===== config.mk =====
export PLATFORM = sky130hd
export DESIGN_NAME = link_power_monitor
export DESIGN_NICKNAME = d
export VERILOG_FILES = /design/src/rtl/lpm_pkg.sv /design/src/rtl/lpm_sync.sv /design/src/rtl/lpm_low_timer.sv /design/src/rtl/lpm_state_fsm.sv /design/src/rtl/link_power_monitor.sv
export SDC_FILE = /design/constraint.sdc
export NUM_CORES = 1
export LEC_CHECK = 0
export BUFFER_PORTS_ARGS = -buffer_cell sky130_fd_sc_hd__buf_2
export CORE_ASPECT_RATIO = 0.7
export CORE_UTILIZATION = 46
export DETAILED_ROUTE_END_ITERATION = 12
export GPL_TIMING_DRIVEN = 1
export PLACE_DENSITY = 0.82
export SYNTH_ARGS = -nofsm -noshare
export SYNTH_HDL_FRONTEND = slang
export SYNTH_HIERARCHICAL = 1
export SYNTH_SLANG_ARGS = --single-unit
export TNS_END_PERCENT = 100

===== constraint.sdc =====
create_clock -name clk -period 2.45 [get_ports clk]
set_input_delay 0.245 -clock clk [delete_from_list [all_inputs] [get_ports clk]]
set_output_delay 0.245 -clock clk [all_outputs]
set_load 0.05 [all_outputs]

===== src/rtl/lpm_pkg.sv =====
package lpm_pkg;

    typedef enum logic [1:0] {
        PS_ACTIVE   = 2'b00,
        PS_RESET    = 2'b01,
        PS_DISABLED = 2'b10
    } pwr_state_e;

endpackage


===== src/rtl/lpm_sync.sv =====
module lpm_sync #(
    parameter int STAGES = 2
) (
    input  logic clk,
    input  logic rst_n,
    input  logic clear,
    input  logic async_in,
    output logic sync_out
);

    logic [STAGES-1:0] chain_d;
    logic [STAGES-1:0] chain_q;

    always_comb begin
        chain_d = chain_q;
        if (clear) begin
            chain_d = '0;
        end else begin
            chain_d[0] = async_in;
            for (int i = 1; i < STAGES; i++) begin
                chain_d[i] = chain_q[i-1];
            end
        end
    end

    always_ff @(posedge clk or negedge rst_n) begin
        if (!rst_n) chain_q <= '0;
        else        chain_q <= chain_d;
    end

    assign sync_out = chain_q[STAGES-1];

endmodule


===== src/rtl/lpm_low_timer.sv =====
module lpm_low_timer #(
    parameter int SAT_VALUE = 1281,
    localparam int CNT_W = $clog2(SAT_VALUE + 1)
) (
    input  logic             clk,
    input  logic             rst_n,
    input  logic             force_sat,
    input  logic             level,
    output logic [CNT_W-1:0] cnt_next
);

    localparam logic [CNT_W-1:0] SAT = CNT_W'(SAT_VALUE);

    logic [CNT_W-1:0] cnt_d;
    logic [CNT_W-1:0] cnt_q;

    always_comb begin
        cnt_d = cnt_q;
        if (force_sat)        cnt_d = SAT;
        else if (level)       cnt_d = '0;
        else if (cnt_q < SAT) cnt_d = cnt_q + 1'b1;
    end

    always_ff @(posedge clk or negedge rst_n) begin
        if (!rst_n) cnt_q <= SAT;
        else        cnt_q <= cnt_d;
    end

    assign cnt_next = cnt_d;

endmodule


===== src/rtl/lpm_state_fsm.sv =====
module lpm_state_fsm
    import lpm_pkg::*;
#(
    parameter int RESET_LIMIT   = 128,
    parameter int DISABLE_LIMIT = 1280,
    parameter int CNT_W         = 11
) (
    input  logic             clk,
    input  logic             rst_n,
    input  logic             pwr_down,
    input  logic             level,
    input  logic [CNT_W-1:0] low_cnt,
    output pwr_state_e       state
);

    typedef struct packed {
        pwr_state_e st;
    } fsm_regs_t;

    fsm_regs_t r_d;
    fsm_regs_t r_q;

    always_comb begin
        r_d = r_q;
        if (pwr_down) begin
            r_d.st = PS_DISABLED;
        end else if (level) begin
            r_d.st = PS_ACTIVE;
        end else if (int'(low_cnt) > DISABLE_LIMIT) begin
            r_d.st = PS_DISABLED;
        end else if (int'(low_cnt) > RESET_LIMIT) begin
            if (r_q.st != PS_DISABLED) r_d.st = PS_RESET;
        end
    end

    always_ff @(posedge clk or negedge rst_n) begin
        if (!rst_n) r_q <= '{st: PS_DISABLED};
        else        r_q <= r_d;
    end

    assign state = r_q.st;

endmodule


===== src/rtl/link_power_monitor.sv =====
module link_power_monitor
    import lpm_pkg::*;
#(
    parameter int RESET_LIMIT   = 128,
    parameter int DISABLE_LIMIT = 1280,
    parameter int DATA_W        = 8,
    parameter int CTL_W         = 2,
    parameter int SYNC_STAGES   = 2
) (
    input  logic              clk,
    input  logic              rst_n,
    input  logic              pwr_down,
    input  logic              status_in,
    input  logic              link_ctrl,
    input  logic [CTL_W-1:0]  ctl_in,
    input  logic [DATA_W-1:0] data_in,
    input  logic              req_in,
    output logic [CTL_W-1:0]  ctl_out,
    output logic [DATA_W-1:0] data_out,
    output logic              req_out,
    output logic              sysclk_en,
    output logic [1:0]        pwr_state,
    output logic              link_active
);

    localparam int SAT_VALUE = DISABLE_LIMIT + 1;
    localparam int CNT_W     = $clog2(SAT_VALUE + 1);

    logic             level_sync;
    logic [CNT_W-1:0] low_cnt;
    pwr_state_e       state;
    logic             pass;

    lpm_sync #(.STAGES(SYNC_STAGES)) u_sync (
        .clk      (clk),
        .rst_n    (rst_n),
        .clear    (pwr_down),
        .async_in (status_in),
        .sync_out (level_sync)
    );

    lpm_low_timer #(.SAT_VALUE(SAT_VALUE)) u_timer (
        .clk       (clk),
        .rst_n     (rst_n),
        .force_sat (pwr_down),
        .level     (level_sync),
        .cnt_next  (low_cnt)
    );

    lpm_state_fsm #(
        .RESET_LIMIT   (RESET_LIMIT),
        .DISABLE_LIMIT (DISABLE_LIMIT),
        .CNT_W         (CNT_W)
    ) u_fsm (
        .clk      (clk),
        .rst_n    (rst_n),
        .pwr_down (pwr_down),
        .level    (level_sync),
        .low_cnt  (low_cnt),
        .state    (state)
    );

    always_comb begin
        pass        = (state == PS_ACTIVE);
        ctl_out     = pass ? ctl_in  : '0;
        data_out    = pass ? data_in : '0;
        req_out     = pass & req_in;
        sysclk_en   = (state != PS_DISABLED);
        pwr_state   = state;
        link_active = pass & link_ctrl;
    end

endmodule


# Yosys cells after proc, flatten, opt, wreduce, memory -nomap -nowiden
# Index checks and enable logic that the tools add are counted.
[totals]
register_bits = 15
inputBits = 16
output_inout_bits = 15
[classes]
order_cmp = 3
reduce_logical = 4
n_eq_ne = 1
bitwise_logic = 2
mux = 11
addsub = 1
[ops]
columns = ["op", "n"]
rows = [
  ["11-bit two-way mux", 3],
  ["2-bit two-way mux", 7],
  ["11-bit by 1-bit adder with 11-bit output, second input constant", 1],
  ["11-bit greater-than comparator, second input constant", 1],
  ["11-bit by 8-bit greater-than comparator with 1-bit output, second input constant", 1],
  ["11-bit < comparator, second input constant", 1],
  ["8-bit two-way mux", 1],
  ["4-bit nonzero test", 2],
  ["1-bit bitwise AND", 2],
  ["2-bit zero test", 1],
  ["2-bit inequality test, second input constant", 1],
  ["2-bit AND reduction", 1],
]

# Logic depth before layout (Yosys ltp)
# Gate-level depths: netlist of run 1.
[depth]
word_depth = 9
depth_mapped = 8

# By module
# Netlist of run 1, hierarchy kept.
[modules_own_cells]
columns = ["module", "cells_per_inst", "area_per_inst_um2", "n_inst"]
rows = [
  ["lpm_low_timer", 72, 680.7, 1],
  ["link_power_monitor", 15, 168.9, 1],
  ["lpm_state_fsm", 15, 141.4, 1],
  ["lpm_sync", 4, 62.6, 1],
]

# Worst setup path after synthesis of run 1
# Ideal clock, no wire load.
[synth_path]
kind = "reg-to-reg"
start = "reg u_timer.cnt_q[3]"
end = "reg u_fsm.r_q, in the netlist u_fsm/state[0]"
setup_ns = 0.066
path_stages_with_launch = 9
arrival_ns = 2.617
path_buffers = 0
required_time_ns = 2.384
slack_ns = -0.234
cell_sequence = "dfrtp_1 nor4_2 a21oi_2 o31a_2 o21a_1 or4_4 o311a_1 a211oi_2 o211a_1"
[synth_between]
elab_chain_len = 8
[synth_lines]
columns = ["element", "line", "rtl"]
rows = [
  ["start, declared", "lpm_low_timer.sv:15", "logic [CNT_W-1:0] cnt_q;"],
  ["start signal, assigned", "lpm_low_timer.sv:26", "else cnt_q <= cnt_d;"],
  ["11-bit by 1-bit adder with 11-bit output or 11-bit < comparator (tied branches)", "lpm_low_timer.sv:21", "else if (cnt_q < SAT) cnt_d = cnt_q + 1'b1;"],
  ["11-bit two-way mux (*)", "lpm_low_timer.sv:21", ""],
  ["11-bit two-way mux (*)", "lpm_low_timer.sv:20", "else if (level) cnt_d = '0;"],
  ["11-bit two-way mux (*)", "lpm_low_timer.sv:19", "if (force_sat) cnt_d = SAT;"],
  ["named net low_cnt[4]", "link_power_monitor.sv:30", "logic [CNT_W-1:0] low_cnt;"],
  ["11-bit greater-than comparator", "lpm_state_fsm.sv:29", "end else if (int'(low_cnt) > DISABLE_LIMIT) begin"],
  ["2-bit two-way mux", "lpm_state_fsm.sv:29", ""],
  ["2-bit two-way mux", "lpm_state_fsm.sv:27", "end else if (level) begin"],
  ["2-bit two-way mux", "lpm_state_fsm.sv:25", "if (pwr_down) begin"],
  ["end signal, assigned", "lpm_state_fsm.sv:37", "if (!rst_n) r_q <= '{st: PS_DISABLED};"],
  ["end signal, assigned", "lpm_state_fsm.sv:38", "else r_q <= r_d;"],
  ["end, declared", "lpm_state_fsm.sv:21", "fsm_regs_t r_q;"],
]
# The timed path passes the listed nets; every way through them passes the cells marked *.
# A chain may end at the register's enable or synchronous reset.

# Final worst setup path of run 1
[layout_path]
start = "reg u_timer.cnt_q[2]"
end = "reg u_fsm.r_q, in the netlist u_fsm/state[0]"
# The elaborated chain is that of the path after synthesis.

==> results.md, run 1 <==
- Average via count per standard cell: around 5.6
- Number of top-level pins: 31
- Number of buffers on the longest clock path: 2
- Die Footprint: 2489 µm²
- Pin slew with the least headroom to its limit: 0.6282 ns
- Final worst path period share: 1.078
- Clk root buf: sky130_fd_sc_hd__clkbuf_4
- Number of violations reported at the end of detailed-routing iteration 0: 85
- Cell Area, Synth: about 1100 µm²
- Share of post-route cells with drive strength above 1: 0.4873
- Aggregate negative setup slack: -0.3504 ns
- Most frequent cells after synthesis: 11 x sky130_fd_sc_hd__dfrtp_1, 10 x sky130_fd_sc_hd__nor3b_2, 9 x sky130_fd_sc_hd__nand2_1, 6 x sky130_fd_sc_hd__nand3_1
- Endpoint arrival time on the critical path: between 2 and 3 ns
- Compound-gate portion of the synthesized area: 0.1900
- Category of the worst setup path capture point: register
- Worst-case clock skew: 0.002068 ns
- Count of max-cap constraint violations: 0
- Largest family of logic cells by synthesized area: simple AND/OR/NAND/NOR gates
- Mux contribution to synthesized area: 0.02850
- Library cell occupying the most area in the post-synthesis netlist: sky130_fd_sc_hd__dfrtp_1
- Number of nets in the final layout: 176
- Top cell family by delay on the critical path: compound AO/OA/AOI/OAI gates
- Worst hold path type: in2reg
- Required time reported for the critical path endpoint: 2.69 ns
- Setup ws final: -0.1911 ns
- Final cell count without fillers: 190
- Number of buffers inserted during clock tree synthesis: 3
- Post-CTS clock slew at the launch and capture registers of the worst setup and hold paths: 0.10 ns
- EDFF count, synth: 0
- Average routed wire per standard cell: 15.24 µm
- Violated checks: setup timing
- Adder-cell share of the synthesized area: 0.01188
- Number of antenna violations at the first check in global routing: 0
- Number of fill cells: 194
- # placed instances: between 150 and 200
- Via count of the first global-routing pass: 1070
- Final setup violating endpoints: 2
- Achievable clock frequency: 378.6 MHz
- CP peak stage delay: around 0.43 ns
- CP Max Fanout: 6
- Maximum vdd drop: 287.0 µV
- Primary FF master, synth: sky130_fd_sc_hd__dfrtp_1
- Count of state elements after synthesis: 15
- Multi-input logic area: 661.9 µm²
- Combined buffer and inverter count along the critical path: 0
- Global-route wire length before repair: 4788 µm
- Residual overflow from global routing: 0
- Count of input and output buffers: 30
- RSZ-0062 raised after global routing: yes
- Area of the core region: 2155 µm²
- Yosys warning total: 6
- Final antenna-violating net count: 0
- Half-perimeter wire length of the detailed placement result: about 2100 µm
- Cell variety after synth: 39
- Fraction of the mapped netlist area in simple logic gates: 0.3765
- Power density normalized to cell area: 453.7 nW/µm²
- Layout-stage area growth over the synthesis result: 35.27%
- Total power: ~0.00065 W
- Register Area: 381.6 µm²
- Global Route Usage Sum: 0.2575
- Number of pins with negative max-slew slack in the final report: 0
- Count of mapped cells out of synthesis: 106
- Net count after synthesis: ~120
- Synthesized area per cell: 9.939 µm²
- Post-placement worst setup slack: -0.1825 ns
- Async set-or-reset flop fraction in the synthesized netlist: 1.000
- Initial core utilization: 0.4890
- Endpoints failing hold: 0
- Total inserted antenna cells: 0
- Initial DRT Pass Iterations: 4
- Number of DRC violations after detailed routing: 0
- Cell with the most instances after synthesis: sky130_fd_sc_hd__dfrtp_1
- DIE WIDTH: about 59 µm
- Outcome: complete, but fails checks
- Type of element launching the critical path: register
- Top area cells in the synthesized netlist: sky130_fd_sc_hd__dfrtp_1 26%, sky130_fd_sc_hd__nor3b_2 12%, sky130_fd_sc_hd__dfstp_2 10%
- Row cnt: 14
- Synthesized-area fraction occupied by xor and xnor cells: 0
- Static leakage: 0.6582 nW
- Largest net degree at the start of global routing: 17
- CTS tree: done
- Final routed wirelength across all metal layers: between 2000 and 3000 µm
- Max-slew headroom at the worst pin: 0.5812
- Die span in y: about 42 µm
- CTS H-tree lvls: 1
- Max stage delay cell, worst path: sky130_fd_sc_hd__or4_4
- Cell-by-cell trace of the critical path: nor4_4, a21oi_2, o31a_2, o21a_1, or4_4, o311a_1, a211oi_2, o211a_1
- Global placer's final weighted congestion: 0.9257
- Share of the yosys chip area belonging to registers: 0.3610
- Category of the most critical setup path: reg2reg
- Clk sink count: 15
- Final period demand of the worst path: 2.641 ns
- Fraction of synthesized cell area taken by the top area cell type: 0.2613
- Vias: ~1100
- Source-to-sink clock delay at the later pin of the worst-skew pair: 0.29 ns
-- state kept, by name, summed over array words and instances, names as in the netlist --
name            flops
u_timer/cnt_q      11
u_fsm/state         2
u_sync/chain_q      2
-- path summary, 6_finish.rpt --
check	from	end	slack, ns	depth (start not counted)
max reg2reg	u_timer/cnt_q[2]	u_fsm/state[0]	-0.19	8
min in group asynchronous	rst_n	u_timer/cnt_q[3]	0.38	2
max in group asynchronous	rst_n	u_timer/cnt_q[8]	1.77	2
max	u_timer/cnt_q[2]	u_fsm/state[0]	-0.19	8
min reg2reg	u_sync/chain_q[0]	u_sync/chain_q[1]	0.49	1
min	status_in	u_sync/chain_q[0]	0.18	2
-- area by class of cell --
| class | count | area share |
|---|---|---|
| multi-input combinational | 86 | 0.4644 |
| sequential | 15 | 0.2678 |
| timing repair buffer | 50 | 0.2125 |
| tap | 32 | 0.02809 |
| clock buffer | 3 | 0.01580 |
| inverter | 3 | 0.007902 |
| clock inverter | 1 | 0.003512 |
-- power breakdown --
group | total [W] | switching (W) | internal (W)
registers | 0.000287 | 0.0000230 | 0.000264
logic | 0.000212 | 0.000108 | 0.000104
clock network | 0.000148 | 0.0000869 | 0.0000607
total | 0.000647 | 0.000218 | 0.000429
-- logic make-up (layout without fill, tap and decap cells) --
group | Yosys count | in the layout
simple gates | 55 | 55
compound gates | 27 | 27
flops | 15 | 15
buf+inv | 5 | 57
mux | 3 | 3
fa+ha+maj | 1 | 1
-- cells in the final DEF, fill, tap and decap left out, drive strengths merged, types with 2 or more instances in the layout --
cell / instances
nor2: 4
nor3b: 12
nor3: 2
mux2i: 3
o22ai: 2
o31ai: 3
dfrtp: 11
a21oi: 3
or3: 3
or4: 6
nor2b: 4
and4: 2
nor4: 3
buf: 49
inv: 3
a21boi: 5
nand2b: 2
clkbuf: 3
o21ai: 5
dfstp: 4
nand3: 6
nand2: 9
-- through the flow --
step                      hold slack, ns  instance area (µm²)  utilization
final                             0.1800                 1425       0.6614
after global routing              0.1615                 1425       0.6614
after CTS                         0.1740                 1425       0.6614
after detailed placement          0.1736                 1366       0.6341
after global placement            0.1689                 1366       0.6341
after floorplan                 -0.05059                 1071            -
-- repair_timing --
item                                    in CTS  in global routing
resized for setup                            2                  1
buffers inserted                             2                  0
endpoints found under the setup margin       2                  2
endpoints found under the hold margin       11                  0
pin swaps                                    3                  2
hold buffers                                 1                  0
cloned                                       0                  0
-- routing by layer --
metal  vias up  global-route usage  part of all wire
li1        517                   -                 -
met2        33              0.3843              0.46
met3         0             0.06790             0.058
met5         -                   0                 0
met1       514              0.3772              0.48
met4         0             0.04286                 0
Note: power is estimated with default switching activity, not from simulation.
==> run 2, diff against run 1 <==
--- a/config.mk
+++ b/config.mk
@@ -5,7 +5,7 @@
 export SDC_FILE = /design/constraint.sdc
 export NUM_CORES = 1
 export LEC_CHECK = 0
-export BUFFER_PORTS_ARGS = -buffer_cell sky130_fd_sc_hd__buf_2
+export BUFFER_PORTS_ARGS = -buffer_cell sky130_fd_sc_hd__buf_4
 export CORE_ASPECT_RATIO = 0.7
 export CORE_UTILIZATION = 46
 export DETAILED_ROUTE_END_ITERATION = 12
==> run 2 against run 1 <==
  * The flow still finishes with violations (setup timing)
  * Sequential power about the same
  * Combinational power is 12% higher
  * First-iteration DRC count down 14%
==> results.md, run 2 (synthesis gave the netlist of run 1 again) <==
- Max stage delay cell, worst path: sky130_fd_sc_hd__dfrtp_1
- Largest net degree at the start of global routing: 17 (unchanged)
- Number of fill cells: 172 (-11%)
- Violated checks: setup timing
- Die Footprint: 2489 µm² (unchanged)
- Global-route wire length before repair: 5257 µm (+9.8%)
- Clk root buf: sky130_fd_sc_hd__clkbuf_4
- Initial core utilization: 0.4890 (unchanged)
- Maximum vdd drop: 321.6 µV (+12%)
- Initial DRT Pass Iterations: 4 (unchanged)
- Worst hold path type: in2reg
- Layout-stage area growth over the synthesis result: 45.25%
- Number of pins with negative max-slew slack in the final report: 0 (unchanged)
- Power density normalized to cell area: 449.0 nW/µm² (-1.0%)
- Max-slew headroom at the worst pin: 0.5639 (-0.01731)
- Static leakage: 0.6697 nW (+1.7%)
- Number of DRC violations after detailed routing: 0 (unchanged)
- Endpoint arrival time on the critical path: 2.95 ns (+0.07 ns)
- Required time reported for the critical path endpoint: 2.71 ns (+0.02 ns)
- CTS H-tree lvls: 1 (unchanged)
- CP peak stage delay: 0.44 ns (about the same)
- Vias: 1115 (+4.8%)
- Achievable clock frequency: 371.4 MHz (-1.9%)
- Die span in y: 42.04 µm (unchanged)
- Largest Register: u_timer/cnt_q
- Count of input and output buffers: 30 (unchanged)
- # placed instances: 184 (+0.55%)
- Average routed wire per standard cell: 16.70 µm (+9.6%)
- Row cnt: 14 (unchanged)
- Final worst path period share: 1.099 (+0.02108)
- Final period demand of the worst path: 2.693 ns (+0.05164 ns)
- Share of post-route cells with drive strength above 1: 0.4937 (+0.006329)
- Commonest cells after routing, fill and taps aside: 49 x sky130_fd_sc_hd__buf_4, 10 x sky130_fd_sc_hd__nor3b_2, 10 x sky130_fd_sc_hd__dfrtp_1, 9 x sky130_fd_sc_hd__nand2_1
- Category of the worst setup path capture point: register
- Residual overflow from global routing: 0 (unchanged)
- Global placer's final weighted congestion: 0.9147 (-1.2%)
- Endpoints failing hold: 0 (unchanged)
- Global Route Usage Sum: 0.2868 (+0.02932)
- Total power: 0.0006871 W (+6.3%)
- Aggregate negative setup slack: -0.4314 ns (-0.08101 ns)
- Via count of the first global-routing pass: 1076 (+0.56%)
- Final antenna-violating net count: 0 (unchanged)
- Half-perimeter wire length of the detailed placement result: 2379 µm (+12%)
- Clk sink count: 15 (unchanged)
- Source-to-sink clock delay at the later pin of the worst-skew pair: 0.31 ns (+0.02 ns)
- Post-CTS clock slew at the launch and capture registers of the worst setup and hold paths: 0.11 ns (about the same)
- Number of nets in the final layout: 176 (unchanged)
- Final routed wirelength across all metal layers: 3173 µm (+9.6%)
- Number of antenna violations at the first check in global routing: 0 (unchanged)
- CTS tree: done
- Largest register FFs: 11 (unchanged)
- Number of buffers inserted during clock tree synthesis: 3 (unchanged)
- Final setup violating endpoints: 2 (unchanged)
- Average via count per standard cell: 5.868 (+4.8%)
- Final cell count without fillers: 190 (unchanged)
- Number of buffers on the longest clock path: 2 (unchanged)
- Number of top-level pins: 31 (unchanged)
- Area of the core region: 2155 µm² (unchanged)
- Count of max-cap constraint violations: 0 (unchanged)
- Total inserted antenna cells: 0 (unchanged)
- RSZ-0062 raised after global routing: yes
- Category of the most critical setup path: reg2reg
- Setup ws final: -0.2427 ns (-0.05164 ns)
- Outcome: complete, but fails checks
- Post-route cell area: 1530 µm² (+7.4%)
- Cell-by-cell trace of the critical path: nor4_4, a21oi_4, o31a_2, o21a_1, or4_4, o311a_1, a211oi_2, o211a_1
- Number of violations reported at the end of detailed-routing iteration 0: 73 (-14%)
- CP Max Fanout: 6 (unchanged)
- Leading cell type in the layout, fill and taps excluded: sky130_fd_sc_hd__buf_4
- DIE WIDTH: 59.20 µm (unchanged)
- Cell Area, Placed: 1449 µm² (+6.0%)
- Worst-case clock skew: 0.003367 ns (+0.001299 ns)
- Type of element launching the critical path: register
- Pin slew with the least headroom to its limit: 0.6542 ns (+0.02597 ns)
-- run 2: layout make-up --
type	instances	area (µm²)	area share
well taps	32	40.04	0.02617
multi-input cells	86	689.4	0.4505
inverters	3	11.26	0.007359
repair buffers	50	377.9	0.2469
clock inverters	1	7.507	0.004906
clock buffers	3	22.52	0.01472
flip-flops and latches	15	381.6	0.2494
-- run 2: report_power, final --
group	internal, W	switching, W
Sequential	0.000264	0.0000231
Clock	0.0000625	0.000101
Combinational	0.000119	0.000118
-- run 2: critical path, delay by kind of cell (launching register included) --
| kind | cells | cell delay (ns) |
|---|---|---|
| DFF | 1 | 0.44 |
| AOI/OAI and AO/OA | 6 | 1.35 |
| and+or+nand+nor | 2 | 0.85 |
-- run 2: path summary, 6_finish.rpt --
check                                        from                end  slack, ns  cells past startpoint
worst max-delay path             u_timer/cnt_q[6]     u_fsm/state[0]      -0.24                      8
worst min-delay path                    status_in  u_sync/chain_q[0]       0.16                      2
worst max register to register   u_timer/cnt_q[6]     u_fsm/state[0]      -0.24                      8
worst min register to register  u_sync/chain_q[0]  u_sync/chain_q[1]       0.50                      1
max in group asynchronous                   rst_n  u_timer/cnt_q[10]       1.89                      2
min in group asynchronous                   rst_n   u_timer/cnt_q[1]       0.32                      2
-- run 2: metal layers --
metal	global-route usage	part of all wire
met5	0	0
met2	0.4360	0.47
met3	0.05864	0.081
met4	0.08571	0.010
met1	0.4091	0.44
-- run 2: per-stage QoR --
| stage | setup WS [ns] | hold slack, ns | utilization |
|---|---|---|---|
| finish | -0.2427 | 0.1565 | 0.7102 |
| global placement | -0.1130 | 0.1119 | 0.6725 |
| global route | -0.2916 | 0.1376 | 0.7102 |
| floorplan | -0.1042 | -0.05059 | - |
| CTS | -0.1752 | 0.1395 | 0.7027 |
| detailed placement | -0.2355 | 0.1150 | 0.6725 |
-- run 2: timing repair --
item                                   4_1_cts  5_1_grt
gates cloned                                 0        0
hold buffers                                 1        0
endpoints found under the hold margin       15        0
setup buffers                                0        1
resized for setup                            5        5
setup endpoints to repair                    2        2
pin swaps                                    7        6
